File: src/rtl/dcfg_pkg.sv
package dcfg_pkg;

    typedef enum logic [1:0] {
        BANK_COM = 2'd0,
        BANK_CTL = 2'd1,
        BANK_PHY = 2'd2,
        BANK_NONE = 2'd3
    } bank_e;

    typedef enum logic {
        WIN_OFF = 1'b0,
        WIN_ON  = 1'b1
    } win_state_e;

    localparam int WORD_IDX_W = 10;   // 4 KiB bank / 4-byte words
    localparam int WIN_BYTES  = 4096;

    // controller bank word indices
    localparam int CTL_INIT_IDX   = 0;  // byte 0x00
    localparam int CTL_PSTAT_IDX  = 4;  // byte 0x10
    localparam int CTL_ACTIVE_IDX = 6;  // byte 0x18

endpackage

File: src/rtl/dcfg_regfile.sv
module dcfg_regfile #(
    parameter int NREG    = 16,
    parameter int IDX_W   = 10,
    parameter bit HAS_SET = 1'b0,
    parameter int SET_A   = 0,
    parameter int SET_B   = 0
) (
    input  logic             clk,
    input  logic             rst_n,
    input  logic             we,
    input  logic [IDX_W-1:0] widx,
    input  logic [31:0]      wdata,
    input  logic             set_en,
    input  logic [IDX_W-1:0] ridx,
    output logic [31:0]      rdata
);
    localparam int SEL_W = (NREG > 1) ? $clog2(NREG) : 1;

    logic [31:0] words [NREG];

    for (genvar i = 0; i < NREG; i++) begin : g_word
        localparam bit IS_FLAG = HAS_SET && ((i == SET_A) || (i == SET_B));
        logic [31:0] q;

        always_ff @(posedge clk) begin
            if (!rst_n) begin
                q <= '0;
            end else if (we && (widx == IDX_W'(i))) begin
                q <= wdata;
            end else if (IS_FLAG && set_en) begin
                q[0] <= 1'b1;
            end
        end

        assign words[i] = q;
    end

    always_comb begin
        rdata = '0;
        if (ridx < IDX_W'(NREG)) begin
            rdata = words[ridx[SEL_W-1:0]];
        end
    end

endmodule

File: src/rtl/dcfg_geom_decode.sv
module dcfg_geom_decode #(
    parameter int              RAM_MIB  = 256,
    parameter int              ADDR_W   = 40,
    parameter logic [ADDR_W-1:0] RAM_BASE = '0
) (
    input  logic [3:0]        row_field,
    input  logic              bank_field,
    input  logic [3:0]        page_field,
    output logic              geo_match,
    output logic [ADDR_W-1:0] new_base
);
    localparam int TRUE_ROWS = $clog2(RAM_MIB) + 3;

    logic [4:0]  row_bits;
    logic [1:0]  bank_bits;
    logic [4:0]  page_exp;
    logic [5:0]  shift_amt;
    logic [63:0] implied_mib;
    logic [63:0] span;
    logic [63:0] sum;

    always_comb begin
        row_bits  = {1'b0, row_field} + 5'd1;
        bank_bits = {1'b0, bank_field} + 2'd2;
        page_exp  = {1'b0, page_field} + 5'd3;

        implied_mib = '0;
        if (row_bits >= 5'd3) begin
            implied_mib = 64'd1 << (row_bits - 5'd3);
        end
        geo_match = (implied_mib == 64'(RAM_MIB));

        shift_amt = 6'(TRUE_ROWS) + {4'd0, bank_bits} + {1'b0, page_exp};
        span      = 64'd1 << shift_amt;
        sum       = 64'(RAM_BASE) + span;
        new_base  = sum[ADDR_W-1:0];
    end

endmodule

File: src/rtl/dcfg_window_fsm.sv
module dcfg_window_fsm
    import dcfg_pkg::*;
#(
    parameter int              ADDR_W   = 40,
    parameter logic [ADDR_W-1:0] RAM_BASE = '0
) (
    input  logic              clk,
    input  logic              rst_n,
    input  logic              cfg_we,
    input  logic              geo_match,
    input  logic [ADDR_W-1:0] new_base,
    output logic              win_on,
    output logic [ADDR_W-1:0] win_base
);
    localparam logic [ADDR_W-1:0] PARK_BASE = RAM_BASE + ADDR_W'(1 << 20);

    win_state_e        st_q, st_d;
    logic [ADDR_W-1:0] base_q, base_d;

    always_ff @(posedge clk) begin
        if (!rst_n) begin
            st_q   <= WIN_OFF;
            base_q <= PARK_BASE;
        end else begin
            st_q   <= st_d;
            base_q <= base_d;
        end
    end

    always_comb begin
        st_d   = st_q;
        base_d = base_q;
        unique case (st_q)
            WIN_OFF: begin
                if (cfg_we && !geo_match) begin   // ARM
                    st_d   = WIN_ON;
                    base_d = new_base;
                end
            end
            WIN_ON: begin
                if (cfg_we) begin
                    if (geo_match) begin          // DROP
                        st_d = WIN_OFF;
                    end else begin                // MOVE
                        base_d = new_base;
                    end
                end
            end
        endcase
    end

    always_comb begin
        win_on   = (st_q == WIN_ON);
        win_base = base_q;
    end

endmodule

File: src/rtl/dcfg_remap.sv
module dcfg_remap
    import dcfg_pkg::*;
#(
    parameter int              ADDR_W   = 40,
    parameter logic [ADDR_W-1:0] RAM_BASE = '0
) (
    input  logic              win_on,
    input  logic [ADDR_W-1:0] win_base,
    input  logic [ADDR_W-1:0] probe_addr,
    output logic              remap_hit,
    output logic [ADDR_W-1:0] remap_addr
);
    logic [ADDR_W-1:0] delta;

    always_comb begin
        delta      = probe_addr - win_base;
        remap_hit  = win_on && (probe_addr >= win_base) && (delta < ADDR_W'(WIN_BYTES));
        remap_addr = remap_hit ? (RAM_BASE + delta) : probe_addr;
    end

endmodule

File: src/rtl/dram_cfg_alias.sv
module dram_cfg_alias
    import dcfg_pkg::*;
#(
    parameter int              RAM_MIB  = 256,
    parameter int              ADDR_W   = 40,
    parameter logic [ADDR_W-1:0] RAM_BASE = 40'h00_4000_0000,
    parameter int              COM_REGS = 16,
    parameter int              CTL_REGS = 16,
    parameter int              PHY_REGS = 16
) (
    input  logic              clk,
    input  logic              rst_n,
    input  logic              req_valid,
    input  logic              req_write,
    input  logic [1:0]        req_bank,
    input  logic [11:0]       req_addr,
    input  logic [31:0]       req_wdata,
    output logic [31:0]       rsp_rdata,
    input  logic [ADDR_W-1:0] probe_addr,
    output logic              remap_hit,
    output logic [ADDR_W-1:0] remap_addr
);
    bank_e                 bank;
    logic                  aligned;
    logic [WORD_IDX_W-1:0] word;
    logic                  wr_ok, rd_ok;
    logic                  com_we, ctl_we, phy_we;
    logic                  cfg_we, phy_init;
    logic [31:0]           com_rd, ctl_rd, phy_rd;
    logic                  geo_match;
    logic [ADDR_W-1:0]     new_base;
    logic                  win_on;
    logic [ADDR_W-1:0]     win_base;

    always_comb begin
        bank     = bank_e'(req_bank);
        aligned  = (req_addr[1:0] == 2'b00);
        word     = req_addr[11:2];
        wr_ok    = req_valid && req_write && aligned;
        rd_ok    = req_valid && !req_write && aligned;
        com_we   = wr_ok && (bank == BANK_COM);
        ctl_we   = wr_ok && (bank == BANK_CTL);
        phy_we   = wr_ok && (bank == BANK_PHY);
        cfg_we   = com_we && (word == '0);
        phy_init = ctl_we && (word == WORD_IDX_W'(CTL_INIT_IDX));
    end

    dcfg_regfile #(
        .NREG(COM_REGS), .IDX_W(WORD_IDX_W), .HAS_SET(1'b0), .SET_A(0), .SET_B(0)
    ) u_com (
        .clk(clk), .rst_n(rst_n), .we(com_we), .widx(word), .wdata(req_wdata),
        .set_en(1'b0), .ridx(word), .rdata(com_rd)
    );

    dcfg_regfile #(
        .NREG(CTL_REGS), .IDX_W(WORD_IDX_W), .HAS_SET(1'b1),
        .SET_A(CTL_PSTAT_IDX), .SET_B(CTL_ACTIVE_IDX)
    ) u_ctl (
        .clk(clk), .rst_n(rst_n), .we(ctl_we), .widx(word), .wdata(req_wdata),
        .set_en(phy_init), .ridx(word), .rdata(ctl_rd)
    );

    dcfg_regfile #(
        .NREG(PHY_REGS), .IDX_W(WORD_IDX_W), .HAS_SET(1'b0), .SET_A(0), .SET_B(0)
    ) u_phy (
        .clk(clk), .rst_n(rst_n), .we(phy_we), .widx(word), .wdata(req_wdata),
        .set_en(1'b0), .ridx(word), .rdata(phy_rd)
    );

    dcfg_geom_decode #(
        .RAM_MIB(RAM_MIB), .ADDR_W(ADDR_W), .RAM_BASE(RAM_BASE)
    ) u_geom (
        .row_field(req_wdata[7:4]), .bank_field(req_wdata[2]),
        .page_field(req_wdata[11:8]), .geo_match(geo_match), .new_base(new_base)
    );

    dcfg_window_fsm #(
        .ADDR_W(ADDR_W), .RAM_BASE(RAM_BASE)
    ) u_win (
        .clk(clk), .rst_n(rst_n), .cfg_we(cfg_we), .geo_match(geo_match),
        .new_base(new_base), .win_on(win_on), .win_base(win_base)
    );

    dcfg_remap #(
        .ADDR_W(ADDR_W), .RAM_BASE(RAM_BASE)
    ) u_remap (
        .win_on(win_on), .win_base(win_base), .probe_addr(probe_addr),
        .remap_hit(remap_hit), .remap_addr(remap_addr)
    );

    always_ff @(posedge clk) begin
        if (!rst_n) begin
            rsp_rdata <= '0;
        end else if (rd_ok) begin
            case (bank)
                BANK_COM: rsp_rdata <= com_rd;
                BANK_CTL: rsp_rdata <= ctl_rd;
                BANK_PHY: rsp_rdata <= phy_rd;
                default:  rsp_rdata <= '0;
            endcase
        end else begin
            rsp_rdata <= '0;
        end
    end

endmodule

File: config.mk
export PLATFORM = sky130hd
export DESIGN_NAME = dram_cfg_alias
export DESIGN_NICKNAME = d
export VERILOG_FILES = /design/src/rtl/dcfg_pkg.sv /design/src/rtl/dcfg_regfile.sv /design/src/rtl/dcfg_geom_decode.sv /design/src/rtl/dcfg_window_fsm.sv /design/src/rtl/dcfg_remap.sv /design/src/rtl/dram_cfg_alias.sv
export SDC_FILE = /design/constraint.sdc
export NUM_CORES = 2
export LEC_CHECK = 0
export BUFFER_PORTS_ARGS = -buffer_cell sky130_fd_sc_hd__buf_2
export CAP_MARGIN = 25
export CELL_PAD_IN_SITES_DETAIL_PLACEMENT = 1
export CELL_PAD_IN_SITES_GLOBAL_PLACEMENT = 2
export CORE_ASPECT_RATIO = 0.75
export CORE_MARGIN = 5
export CORE_UTILIZATION = 43
export DETAILED_ROUTE_END_ITERATION = 8
export PLACE_DENSITY = 0.95
export SLEW_MARGIN = 20
export SYNTH_ARGS = -nofsm -noshare
export SYNTH_HDL_FRONTEND = slang
export SYNTH_SLANG_ARGS = --single-unit
File: constraint.sdc
create_clock -name clk -period 11.2 [get_ports clk]
set_input_delay 1.12 -clock clk [delete_from_list [all_inputs] [get_ports clk]]
set_output_delay 1.12 -clock clk [all_outputs]
set_load 0.1 [all_outputs]
==> out/results.env <==
RUN_STATUS='finished clean'
MAPPEDNETLISTAREA_UM2=75100
GP_CONGESTION=0.912
TRANSITION_AT_THE_PIN_WITH_THE_SMALLEST_MAX_TRANSITION_SLACK_NS=1.22
DRT-INITIAL-DRC-COUNT=6444
GROUTE.USAGE.OVERALL_PCT=29.1
YS.WARNINGS.COUNT=0
CHIPWIDTH_UM=493
POST_CTS_SETUP_BUFFER_COUNT=0
ANTENNA_FOUND_INITIAL=9
SYNTH_FLOP_CELL='sky130_fd_sc_hd__dfxtp_1'
ROUTED-VIA-COUNT=63500
DP_CELLS=10200
CTS_MADE_BUFFERS=164
SETUP_VIOLATIONS=0
ROUTE.DETAILED.WL_PER_INST_UM=26.0
CRITICAL_PATH.MAX_FANOUT=40
HOLD_VIOLATIONS=0
LAYOUT.CELLS.MOST_COMMON_LIST='sky130_fd_sc_hd__nand2_1 (3,150), sky130_fd_sc_hd__dfxtp_1 (1,609), sky130_fd_sc_hd__a21boi_0 (1,484), sky130_fd_sc_hd__mux4_2 (480), sky130_fd_sc_hd__clkbuf_16 (170)'
GLOBAL_ROUTE.OVERFLOW_TOTAL=0
ROUTED_WL_UM=274000
DIE_Y_UM=372
AREA_GROWTH_PCT=11.1
FINISH.UTILIZATION_PCT=48.2
CTS-HOLD-FIX-BUFFERS=0
NUMBER_OF_CLOCK_SINKS_SEEN_BY_CTS=1609
ARRIVAL_NS=6.92
CTS.ROOT.BUFFER_CELL='sky130_fd_sc_hd__clkbuf_16'
WORST-SETUP-PATH-TYPE='flip-flop to output pin'
GRT_SETUP_UNREPAIRED='no'
VIA_PER_INST=6.02
CTSHTREEMAXLEVEL=4
DRIVE_ABOVE_1_SHARE_PCT=14.2
DETAILEDROUTE.FIRSTPASSITERATIONCOUNT=6
FINAL_PERIOD_MINUS_WORST_SETUP_SLACK_NS=8.04
CRIT_REQUIRED_NS=10.08
DIE-AREA_UM2=183000
SYNTH-EDFF-COUNT=0
DP_HPWL_UM=165000
SYNTH-SEQ-CELLS=1609
WORST_SETUP_PATH_START_KIND='flip-flop'
LAYOUT_COMMONEST_CELL='sky130_fd_sc_hd__nand2_1'
NUMBER_OF_ROUTED_NETS_WITH_ANTENNA_VIOLATIONS=0
HOLD_CLASS='flip-flop to flip-flop'
INITIAL_UTILIZATION_PCT=43.4
CTS_RESIZED=0
GLOBAL_ROUTE_WIRE_LENGTH_BEFORE_REPAIR_UM=411000
AVGSYNTHCELLAREA_UM2=8.88
IO_PINS=163
FINAL_NETS=8280
TOTAL_OF_MAX_CAP_VIOLATIONS=0
DRC_ERRORS=0
PLACEABLECOREAREA_UM2=173000
RELSLEWSLACK_PCT=18.8
SLEW_VIOLS_FINAL=0
SETUP_TOTAL_NEGATIVE_SLACK_NS=0
CLK_PIN_SLEW_NS=0.07
FMAX_MHz=124
CTS_TREE='yes'
HOLD-PATH-CELL-COUNT=2
NUMBER_OF_GLOBAL_ROUTE_VIAS_BEFORE_REPAIR=66100
WORST_SETUP_PATH_END_KIND='output pin'
SYNTH-ASYNC-RESET-RATIO_PCT=0
NETLIST-CELL-TYPE-COUNT=71
SYNTH_SEQ_AREA_SHARE_PCT=42.9
GRT_MAX_DEGREE=246
FIN_WORST_SKEW_NS=0.0286
WORST_SKEW_LATE_LATENCY_NS=0.83
POST_LAYOUT_NONFILLER_INSTANCES=10500
SYNTHESIS.INSTANCES=8456
P_PER_AREA_nW_PER_UM2=146
POWER_LEAKAGE_uW=0.0267
MAPPEDNETLISTNETS=8603
PERIOD_SHARE_PCT=71.8
CTS_BUFFER_DEPTH=3
ROWS=132
VDD_IR_DROP_MAX_mV=0.153
FF2FF_PATH_DEPTH=5
PORT-BUFFER-COUNT=162
## synthesized netlist by cell type, types with 4 or more instances
cell type	instances	area share, %
sky130_fd_sc_hd__nor4_1	7	0.058
sky130_fd_sc_hd__o21ai_0	25	0.17
sky130_fd_sc_hd__nor3_1	54	0.36
sky130_fd_sc_hd__nor2_1	104	0.52
sky130_fd_sc_hd__o22ai_1	33	0.27
sky130_fd_sc_hd__a21oi_1	89	0.59
sky130_fd_sc_hd__a31oi_1	9	0.075
sky130_fd_sc_hd__xor2_1	17	0.20
sky130_fd_sc_hd__and3_1	9	0.075
sky130_fd_sc_hd__a21oi_2	4	0.047
sky130_fd_sc_hd__o21ai_1	11	0.073
sky130_fd_sc_hd__a21boi_1	53	0.53
sky130_fd_sc_hd__o21a_1	9	0.090
sky130_fd_sc_hd__or3_1	5	0.042
sky130_fd_sc_hd__ha_1	55	0.92
sky130_fd_sc_hd__mux4_2	480	14
sky130_fd_sc_hd__nand2_1	3179	16
sky130_fd_sc_hd__nor2b_1	67	0.56
sky130_fd_sc_hd__o21bai_1	8	0.080
sky130_fd_sc_hd__a211oi_1	7	0.070
sky130_fd_sc_hd__xnor2_1	15	0.17
sky130_fd_sc_hd__a211oi_2	5	0.083
sky130_fd_sc_hd__clkbuf_1	676	3.4
sky130_fd_sc_hd__o211ai_1	6	0.060
sky130_fd_sc_hd__and2_1	42	0.35
sky130_fd_sc_hd__mux2i_1	37	0.49
sky130_fd_sc_hd__buf_1	89	0.44
sky130_fd_sc_hd__nand3_1	25	0.17
sky130_fd_sc_hd__buf_4	5	0.050
sky130_fd_sc_hd__a21o_1	16	0.16
sky130_fd_sc_hd__nand4_1	16	0.13
sky130_fd_sc_hd__nand2b_1	15	0.12
sky130_fd_sc_hd__mux2_4	13	0.26
sky130_fd_sc_hd__o31ai_1	4	0.040
sky130_fd_sc_hd__inv_1	94	0.47
sky130_fd_sc_hd__buf_2	26	0.17
sky130_fd_sc_hd__a21boi_0	1484	15
sky130_fd_sc_hd__dfxtp_1	1609	43
## registers in the layout, summed over array words and instances, names as in the netlist, named ones only
signal and flops:
u_win.win_base 40, u_phy.g_word.q 512, rsp_rdata 32, u_com.g_word.q 512, u_ctl.g_word.q 512
## worst max-delay path, cell delays in order, from the launching register on
cell,delay (ns)
sky130_fd_sc_hd__dfxtp_1,0.33
sky130_fd_sc_hd__inv_1,0.10
sky130_fd_sc_hd__ha_1,0.50
sky130_fd_sc_hd__a21oi_2,0.31
sky130_fd_sc_hd__o211ai_1,0.12
sky130_fd_sc_hd__a41oi_1,0.38
sky130_fd_sc_hd__nor3_2,0.12
sky130_fd_sc_hd__a31oi_1,0.38
sky130_fd_sc_hd__xor2_1,0.41
sky130_fd_sc_hd__ha_1,0.26
sky130_fd_sc_hd__nand2_1,0.08
sky130_fd_sc_hd__a2111oi_0,0.32
sky130_fd_sc_hd__o21ai_1,0.12
sky130_fd_sc_hd__a211oi_1,0.20
sky130_fd_sc_hd__nand4b_1,0.15
sky130_fd_sc_hd__nor4_1,0.58
sky130_fd_sc_hd__and4_2,0.99
sky130_fd_sc_hd__mux2_4,0.29
sky130_fd_sc_hd__buf_2,0.42
## stage by stage
step | hold slack (ns) | total power (µW) | setup WS (ns) | instance area [µm²]
global route | 0.477 | 12500 | 2.63 | 83400
global placement | 0.437 | 6550 | 3.40 | 77100
CTS | 0.455 | 12200 | 3.23 | 83100
floorplan | 0.432 | 6370 | 4.16 | 75100
detailed placement | 0.446 | 6570 | 3.29 | 77600
finish | 0.456 | 12100 | 3.16 | 83400
## routing by layer
layer	track usage, %	up-vias	routed length (µm)
met5	0	-	0
met4	11.1	0	10100
met3	5.29	578	21800
met2	46.8	2469	125000
met1	39.1	32700	117000
li1	-	27800	-
## report_power, final
part | internal [µW] | switching, µW | total [µW]
clock | 3230 | 2460 | 5690
combinational | 241 | 492 | 732
sequential | 5720 | 0.0458 | 5720
## kinds of logic after synthesis
logic type | Yosys count | share of synthesized area (%)
AO/OA/AOI/OAI | 1789 | 17.5
buffers and inverters | 893 | 4.57
adder cells (fa/ha/maj) | 57 | 0.970
AND/OR/NAND/NOR | 3545 | 18.5
multiplexers | 531 | 15.2
flip-flops | 1609 | 42.9
XOR/XNOR | 32 | 0.373
## final cells by class
class | instances | area [µm²]
fill | 19700 | 89600
clock buffer | 259 | 5130
antenna | 2 | 5.00
timing repair buffer | 310 | 2580
inverter | 94 | 353
clock inverter | 38 | 377
sequential | 1609 | 32200
multi-input combinational | 5954 | 39900
tap | 2278 | 2850
## final timing paths
check,from,endpoint,slack (ns)
worst max register to register,u_com.g_word[15].q[25]$_SDFFE_PN0P_,rsp_rdata[25]$_SDFF_PN0_,8.83
worst max-delay path,u_win.win_base[15]$_SDFFE_PN0P_,remap_addr[3],3.16
worst min-delay path,u_ctl.g_word[11].q[30]$_SDFFE_PN0P_,u_ctl.g_word[11].q[30]$_SDFFE_PN0P_,0.46
worst min register to register,u_ctl.g_word[11].q[30]$_SDFFE_PN0P_,u_ctl.g_word[11].q[30]$_SDFFE_PN0P_,0.46
(Power assumes the default switching activity.)
